File: src/rtl/cal_rtc_pkg.sv
package cal_rtc_pkg;

  localparam int ADDR_W = 3;
  localparam int DATA_W = 8;

  typedef enum logic [ADDR_W-1:0] {
    F_SEC  = 3'd0,
    F_MIN  = 3'd1,
    F_HR   = 3'd2,
    F_DOW  = 3'd3,
    F_DOM  = 3'd4,
    F_MON  = 3'd5,
    F_YR   = 3'd6,
    F_WREN = 3'd7
  } rtc_field_e;

  typedef struct packed {
    logic [6:0] yr;
    logic [3:0] mon;
    logic [4:0] dom;
    logic [2:0] dow;
    logic [4:0] hr;
    logic [5:0] mn;
    logic [5:0] sec;
  } rtc_time_t;

  localparam rtc_time_t RTC_RESET = '{yr: 7'd0, mon: 4'd1, dom: 5'd1, dow: 3'd1,
                                      hr: 5'd0, mn: 6'd0, sec: 6'd0};

  // Last day of a month; two-digit year is leap when divisible by four
  function automatic logic [4:0] month_days(input logic [3:0] mon, input logic [6:0] yr);
    logic [4:0] d;
    case (mon)
      4'd2:                     d = (yr[1:0] == 2'b00) ? 5'd29 : 5'd28;
      4'd4, 4'd6, 4'd9, 4'd11:  d = 5'd30;
      default:                  d = 5'd31;
    endcase
    return d;
  endfunction

  function automatic logic field_ok(input rtc_field_e f, input logic [DATA_W-1:0] d);
    logic ok;
    case (f)
      F_SEC, F_MIN: ok = (d < 8'd60);
      F_HR:         ok = (d < 8'd24);
      F_DOW:        ok = (d >= 8'd1) && (d <= 8'd7);
      F_DOM:        ok = (d >= 8'd1) && (d <= 8'd31);
      F_MON:        ok = (d >= 8'd1) && (d <= 8'd12);
      F_YR:         ok = (d < 8'd100);
      default:      ok = 1'b0;
    endcase
    return ok;
  endfunction

  function automatic logic [DATA_W-1:0] field_value(input rtc_time_t t, input rtc_field_e f);
    logic [DATA_W-1:0] v;
    case (f)
      F_SEC:   v = {2'b00, t.sec};
      F_MIN:   v = {2'b00, t.mn};
      F_HR:    v = {3'b000, t.hr};
      F_DOW:   v = {5'b00000, t.dow};
      F_DOM:   v = {3'b000, t.dom};
      F_MON:   v = {4'b0000, t.mon};
      F_YR:    v = {1'b0, t.yr};
      default: v = '0;
    endcase
    return v;
  endfunction

endpackage

File: src/rtl/cal_rtc_prescaler.sv
module cal_rtc_prescaler #(
  parameter int TICKS = 32768
) (
  input  logic clk,
  input  logic rst_n,
  input  logic tick_en,
  output logic sec_stb,
  output logic sec_irq
);

  localparam int CNT_W = (TICKS > 1) ? $clog2(TICKS) : 1;
  localparam logic [CNT_W-1:0] CNT_LAST = CNT_W'(TICKS - 1);

  logic [CNT_W-1:0] cnt_q, cnt_d;
  logic             irq_q, irq_d;
  logic             cnt_last;

  assign cnt_last = (cnt_q == CNT_LAST);
  assign sec_stb  = tick_en && cnt_last;

  always_comb begin
    cnt_d = cnt_q;
    if (tick_en) begin
      cnt_d = cnt_last ? '0 : cnt_q + 1'b1;
    end
    irq_d = sec_stb;
  end

  always_ff @(posedge clk or negedge rst_n) begin
    if (!rst_n) begin
      cnt_q <= '0;
      irq_q <= 1'b0;
    end else begin
      if (tick_en) begin
        cnt_q <= cnt_d;
      end
      irq_q <= irq_d;
    end
  end

  assign sec_irq = irq_q;

endmodule

File: src/rtl/cal_rtc_chain.sv
module cal_rtc_chain
  import cal_rtc_pkg::*;
(
  input  logic              clk,
  input  logic              rst_n,
  input  logic              sec_stb,
  input  logic              ld_en,
  input  logic [ADDR_W-1:0] ld_field,
  input  logic [DATA_W-1:0] ld_data,
  output rtc_time_t         live_t
);

  rtc_time_t cur_q, nx;
  logic      c_sec, c_min, c_hr, c_dom, c_mon;
  logic      upd_en;

  assign c_sec  = (cur_q.sec >= 6'd59);
  assign c_min  = (cur_q.mn  >= 6'd59);
  assign c_hr   = (cur_q.hr  >= 5'd23);
  assign c_dom  = (cur_q.dom >= month_days(cur_q.mon, cur_q.yr));
  assign c_mon  = (cur_q.mon >= 4'd12);
  assign upd_en = sec_stb || ld_en;

  always_comb begin
    nx = cur_q;
    if (sec_stb) begin
      nx.sec = c_sec ? 6'd0 : cur_q.sec + 6'd1;
      if (c_sec) begin
        nx.mn = c_min ? 6'd0 : cur_q.mn + 6'd1;
        if (c_min) begin
          nx.hr = c_hr ? 5'd0 : cur_q.hr + 5'd1;
          if (c_hr) begin
            nx.dow = (cur_q.dow >= 3'd7) ? 3'd1 : cur_q.dow + 3'd1;
            nx.dom = c_dom ? 5'd1 : cur_q.dom + 5'd1;
            if (c_dom) begin
              nx.mon = c_mon ? 4'd1 : cur_q.mon + 4'd1;
              if (c_mon) begin
                nx.yr = (cur_q.yr >= 7'd99) ? 7'd0 : cur_q.yr + 7'd1;
              end
            end
          end
        end
      end
    end
    // A loaded field overrides whatever the step produced for it
    if (ld_en) begin
      case (rtc_field_e'(ld_field))
        F_SEC:   nx.sec = 6'(ld_data);
        F_MIN:   nx.mn  = 6'(ld_data);
        F_HR:    nx.hr  = 5'(ld_data);
        F_DOW:   nx.dow = 3'(ld_data);
        F_DOM:   nx.dom = 5'(ld_data);
        F_MON:   nx.mon = 4'(ld_data);
        F_YR:    nx.yr  = 7'(ld_data);
        default: nx = nx;
      endcase
    end
  end

  always_ff @(posedge clk or negedge rst_n) begin
    if (!rst_n) begin
      cur_q <= RTC_RESET;
    end else if (upd_en) begin
      cur_q <= nx;
    end
  end

  assign live_t = cur_q;

endmodule

File: src/rtl/cal_rtc_regport.sv
module cal_rtc_regport
  import cal_rtc_pkg::*;
(
  input  logic              clk,
  input  logic              rst_n,
  input  logic              bus_sel,
  input  logic              bus_wr,
  input  logic [ADDR_W-1:0] bus_addr,
  input  logic [DATA_W-1:0] bus_wdata,
  input  rtc_time_t         live_t,
  output logic [DATA_W-1:0] bus_rdata,
  output logic              bus_wait,
  output logic              ld_en,
  output logic [ADDR_W-1:0] ld_field,
  output logic [DATA_W-1:0] ld_data,
  output logic              arm_q,
  output logic              snap_req,
  output rtc_time_t         hold_t
);

  rtc_field_e        field;
  logic              rd_req, rd_start, wr_req;
  logic              rd_pend_q, rd_pend_d;
  logic              arm_d;
  logic [DATA_W-1:0] rdata_q, rdata_d;
  rtc_time_t         hold_q, hold_d;
  rtc_time_t         rd_src;

  assign field    = rtc_field_e'(bus_addr);
  assign rd_req   = bus_sel && !bus_wr;
  assign wr_req   = bus_sel && bus_wr;
  assign rd_start = rd_req && !rd_pend_q;
  assign snap_req = rd_start && (field == F_SEC);

  assign ld_en    = wr_req && arm_q && (field != F_WREN) && field_ok(field, bus_wdata);
  assign ld_field = bus_addr;
  assign ld_data  = bus_wdata;

  always_comb begin
    rd_pend_d = rd_start;
    arm_d     = wr_req ? (field == F_WREN) : arm_q;
    hold_d    = snap_req ? live_t : hold_q;
    rd_src    = (field == F_SEC) ? live_t : hold_q;
    rdata_d   = rd_start ? field_value(rd_src, field) : rdata_q;
  end

  always_ff @(posedge clk or negedge rst_n) begin
    if (!rst_n) begin
      rd_pend_q <= 1'b0;
      arm_q     <= 1'b0;
      rdata_q   <= '0;
      hold_q    <= RTC_RESET;
    end else begin
      rd_pend_q <= rd_pend_d;
      if (wr_req) begin
        arm_q <= arm_d;
      end
      if (rd_start) begin
        rdata_q <= rdata_d;
      end
      if (snap_req) begin
        hold_q <= hold_d;
      end
    end
  end

  assign bus_wait  = rd_start;
  assign bus_rdata = rdata_q;
  assign hold_t    = hold_q;

endmodule

File: src/rtl/cal_rtc.sv
module cal_rtc
  import cal_rtc_pkg::*;
#(
  parameter int TICKS_PER_SEC = 32768
) (
  input  logic              clk,
  input  logic              rst_n,
  input  logic              tick_en,
  input  logic              bus_sel,
  input  logic              bus_wr,
  input  logic [ADDR_W-1:0] bus_addr,
  input  logic [DATA_W-1:0] bus_wdata,
  output logic [DATA_W-1:0] bus_rdata,
  output logic              bus_wait,
  output logic              sec_irq
);

  logic              rst_meta_q, rst_n_s;
  logic              sec_stb;
  logic              ld_en;
  logic [ADDR_W-1:0] ld_field;
  logic [DATA_W-1:0] ld_data;
  logic              arm_q;
  logic              snap_req;
  rtc_time_t         live_t;
  rtc_time_t         hold_t;

  // Reset asserts at once and leaves on the clock
  always_ff @(posedge clk or negedge rst_n) begin
    if (!rst_n) begin
      rst_meta_q <= 1'b0;
      rst_n_s    <= 1'b0;
    end else begin
      rst_meta_q <= 1'b1;
      rst_n_s    <= rst_meta_q;
    end
  end

  cal_rtc_prescaler #(.TICKS(TICKS_PER_SEC)) presc_i (
    .clk     (clk),
    .rst_n   (rst_n_s),
    .tick_en (tick_en),
    .sec_stb (sec_stb),
    .sec_irq (sec_irq)
  );

  cal_rtc_chain chain_i (
    .clk      (clk),
    .rst_n    (rst_n_s),
    .sec_stb  (sec_stb),
    .ld_en    (ld_en),
    .ld_field (ld_field),
    .ld_data  (ld_data),
    .live_t   (live_t)
  );

  cal_rtc_regport regs_i (
    .clk       (clk),
    .rst_n     (rst_n_s),
    .bus_sel   (bus_sel),
    .bus_wr    (bus_wr),
    .bus_addr  (bus_addr),
    .bus_wdata (bus_wdata),
    .live_t    (live_t),
    .bus_rdata (bus_rdata),
    .bus_wait  (bus_wait),
    .ld_en     (ld_en),
    .ld_field  (ld_field),
    .ld_data   (ld_data),
    .arm_q     (arm_q),
    .snap_req  (snap_req),
    .hold_t    (hold_t)
  );

endmodule

File: config.mk
export PLATFORM = sky130hd
export DESIGN_NAME = cal_rtc
export DESIGN_NICKNAME = d
export VERILOG_FILES = /design/src/rtl/cal_rtc_pkg.sv /design/src/rtl/cal_rtc_prescaler.sv /design/src/rtl/cal_rtc_chain.sv /design/src/rtl/cal_rtc_regport.sv /design/src/rtl/cal_rtc.sv
export SDC_FILE = /design/constraint.sdc
export NUM_CORES = 1
export LEC_CHECK = 0
export ABC_AREA = 1
export BUFFER_PORTS_ARGS = -buffer_cell sky130_fd_sc_hd__buf_2
export CAP_MARGIN = 40
export CELL_PAD_IN_SITES_DETAIL_PLACEMENT = 1
export CELL_PAD_IN_SITES_GLOBAL_PLACEMENT = 1
export CORE_AREA = 2 2 121 123
export CTS_CLUSTER_DIAMETER = 150
export CTS_CLUSTER_SIZE = 24
export DETAILED_ROUTE_END_ITERATION = 10
export DIE_AREA = 0 0 123 125
export PLACE_DENSITY_LB_ADDON = 0.1
export SETUP_SLACK_MARGIN = 0.02
export SYNTH_ARGS = -nofsm -noshare
export SYNTH_HDL_FRONTEND = slang
export SYNTH_SLANG_ARGS = --single-unit
File: constraint.sdc
create_clock -name clk -period 3.1 [get_ports clk]
set_clock_uncertainty 0.05 [all_clocks]
set_input_delay 0.775 -clock clk [delete_from_list [all_inputs] [get_ports clk]]
set_output_delay 0.775 -clock clk [all_outputs]
set_load 0.1 [all_outputs]
==> flow_metrics.py <==
metrics = {
    "yosys": {
        "synth_xor_area_frac": 0.00758,
        "synth_fa_ha_area_frac": 0.0325,
        "synth_top_area_frac": 0.377,
        "synthSimpleGateAreaFrac": 0.340,
        "synth_compound_area_frac": 0.108,
        "seq_area_frac_synth": 0.404,
        "syn_inst": 787,
        "yosys-top-cells-area": "dfrtp_1 (38%), nand2_1 (15%), nand3_1 (6.8%)",
        "syn-num-nets": 818,
        "ys_ff_latch": 93,
        "syn_area_um2": 5770,
        "muxShareOfSynthArea": 0.0134,
        "ys_types": 48,
        "post-synth-top-area-cell": "dfrtp_1",
        "synth_warnings": 0,
        "syn_area_per_cell_um2": 7.34,
        "synth_top_family_by_area": "simple AND/OR/NAND/NOR gates",
    },
    "pwr": {
        "p_sw_w": 0.00151,
        "pwr-share-seq": 0.435,
        "p_leak_nw": 3.31,
        "clkPwrFrac": 0.303,
        "p_per_area_nw_per_um2": 622,
        "total_power_w": 0.00401,
        "swShare": 0.378,
        "p_int_w": 0.00250,
        "power_frac_comb": 0.262,
        "ir_worst_vdd_uv": 275,
    },
    "sta": {
        "drv_slew": 0,
        "fin_crit_ps": 2790,
        "worstMarginPinSlew_ps": 728,
        "hold_violations": 0,
        "timing.fmax_ghz": 0.358,
        "fin_crit_sh": 0.900,
        "slew_headroom": 0.515,
        "rsz0062_at_grt": "no",
        "hold_slack_ps": 139,
        "setup-tns-final_ps": 0,
        "finalSetupViolCount": 0,
    },
    "cts": {
        "cts_root_buf": "clkbuf_16",
        "cts_tree": "done",
        "path_clk_slew_ps": 70,
        "clock-sinks": 93,
        "cts_buffer_depth": 2,
        "cts_hold_buf": 0,
        "cts_max_level": 3,
        "cts_buffers": 9,
        "cts_setup_buffers": 0,
        "clk_latency_ps": 350,
        "cts_resized": 0,
    },
    "cells_and_area": {
        "num_antenna_cells": 0,
        "syn_to_final_growth_pct": 11.8,
        "drive_above_1_share": 0.143,
        "final_util": 0.454,
        "fill_cells": 1836,
        "nets": 847,
        "finalInstanceArea_um2": 6450,
    },
    "worst_setup_path": {
        "criticalPathCategory": "register to register",
        "cp-start-kind": "register",
        "cp_data_arrival_time_ps": 2980,
        "end_kind": "register",
        "required_ps": 3290,
        "cp_max_fo": 8,
        "ff2ff_path_depth": 18,
    },
    "worst_hold_path": {
        "holdCritPathClass": "primary input to async pin",
    },
    "floorplanning": {
        "design.core.area_um2": 14200,
        "num_rows": 44,
        "die_area_um2": 15400,
        "die_w_um": 123,
        "dieHeight_um": 125,
        "floorplan.initialDensity": 0.407,
        "pin_count": 26,
    },
    "outcome": {
        "outcome": "finished, final reports clean",
    },
    "grt": {
        "grt_max_degree": 55,
        "antenna_found_initial": 0,
        "gr-usage-all-layers": 0.264,
        "grt_remaining_overflow": 0,
        "grt_pass1_wl_um": 31000,
        "grt_pass1_vias": 5815,
    },
    "flow_run": {
        "maxCapViolCount": 0,
    },
    "route": {
        "routed_wl_um": 19300,
        "drt_iter0_drc": 283,
        "drtPass1Iterations": 4,
        "drc": 0,
        "num_vias": 5471,
        "drtAntennaViolNets": 0,
        "avgViaCountPerCell": 5.44,
        "routedWlPerCell_um": 19.2,
    },
    "place": {
        "dp_hpwl_um": 14800,
        "globalplace.congestion": 0.897,
        "placed_area_um2": 6130,
        "port_buffers": 24,
    },
}
metal layers:
| metal | global-route usage | wire length [um] |
|---|---|---|
| met5 | 0 | 0 |
| met3 | 0.0347 | 738 |
| met4 | 0.0896 | 380 |
| met1 | 0.366 | 9070 |
| met2 | 0.426 | 9090 |
path summary, 6_finish.rpt:
| check | from | to | slack (ps) |
|---|---|---|---|
| max | chain_i.live_t[25] | chain_i.live_t[29] | 310 |
| min | rst_n | rst_n_s | 140 |
| max reg2reg | chain_i.live_t[25] | chain_i.live_t[29] | 310 |
| min reg2reg | rst_meta_q | rst_n_s | 310 |
| max in group asynchronous | rst_n_s | regs_i.hold_t[25] | 1810 |
| min in group clk | rst_meta_q | rst_n_s | 310 |
registers in the layout, indices dropped and copies added, names as in the netlist:
signal / count
chain_i.live_t: 36
presc_i.cnt_q: 15
presc_i.sec_irq: 1
regs_i.arm_q: 1
regs_i.bus_rdata: 7
regs_i.hold_t: 30
regs_i.rd_pend_q: 1
rst_meta_q: 1
rst_n_s: 1
cells by family after synthesis:
logic type,count (synthesis)
AOI/OAI and AO/OA,113
muxes,7
adders and majority gates,15
DFF,93
buffers and inverters,129
other,2
and+or+nand+nor,423
xor gates and xnor gates,5
cell usage in the layout (no fill, tap or decap), drive strengths merged:
cell type,instances
a211oi,1
a21boi,1
a21oi,21
a221oi,3
a22o,4
a22oi,1
a31o,1
a31oi,1
buf,39
bufinv,1
clkbuf,12
clkinv,10
conb,2
dfrtp,87
dfstp,6
ha,15
inv,101
mux2,6
mux2i,1
nand2,240
nand3,82
nand3b,1
nand4,22
nor2,61
nor3,14
nor3b,2
nor4,1
o211ai,3
o21ai,76
o21bai,1
xnor2,2
xor2,3
worst max-delay path, stage by stage, from the launching register on:
cell	delay, ps
dfstp_2	590
inv_1	130
ha_1	240
o21ai_0	160
a21oi_1	80
a21oi_1	160
ha_1	260
inv_1	50
nand2_1	50
nand2_1	50
nand2_1	60
nand2_2	170
nor2_2	90
inv_1	140
nor2_1	60
nand3_1	100
nand3_1	80
nand3_1	80
nand2_1	60
synthesized netlist by cell type, drive strengths merged:
cell,count
a31oi,1
nand4,22
clkinv,9
nor3b,2
mux2i,1
o21bai,1
nand3b,1
o21ai,76
a31o,1
nand2,240
a211oi,1
nor2,61
a22oi,1
inv,99
ha,15
mux2,6
nor4,1
xor2,3
dfrtp,87
buf,14
nor3,14
a21oi,21
a221oi,3
dfstp,6
o211ai,3
clkbuf,7
nand3,82
a21boi,1
conb,2
xnor2,2
a22o,4
area by class of cell:
class / instances / area (um^2) / area share
Inverter: 108 / 410 / 0.0636
Clock inverter: 4 / 52.6 / 0.00814
Tap cell: 184 / 230 / 0.0357
Multi-Input combinational cell: 565 / 2910 / 0.451
Sequential cell: 93 / 2340 / 0.362
Timing Repair Buffer: 39 / 245 / 0.0380
Clock buffer: 12 / 267 / 0.0413
power by group through the flow:
stage | clock (W) | combinational (W) | sequential, W
2_1_floorplan | 0 | 0.000652 | 0.00178
3_3_place_gp | 0 | 0.000993 | 0.00175
3_5_place_dp | 0 | 0.00104 | 0.00177
4_1_cts | 0.00122 | 0.00105 | 0.00175
5_1_grt | 0.00128 | 0.00119 | 0.00179
6_report | 0.00122 | 0.00105 | 0.00174
per-stage QoR:
stage / setup slack (ps) / instances
6_report: 310 / 1005
5_1_grt: 96.4 / 1005
4_1_cts: 136 / 1005
3_5_place_dp: 175 / 989
3_3_place_gp: 305 / 989
2_1_floorplan: 278 / 787
Power figures use the tool's default switching activity.
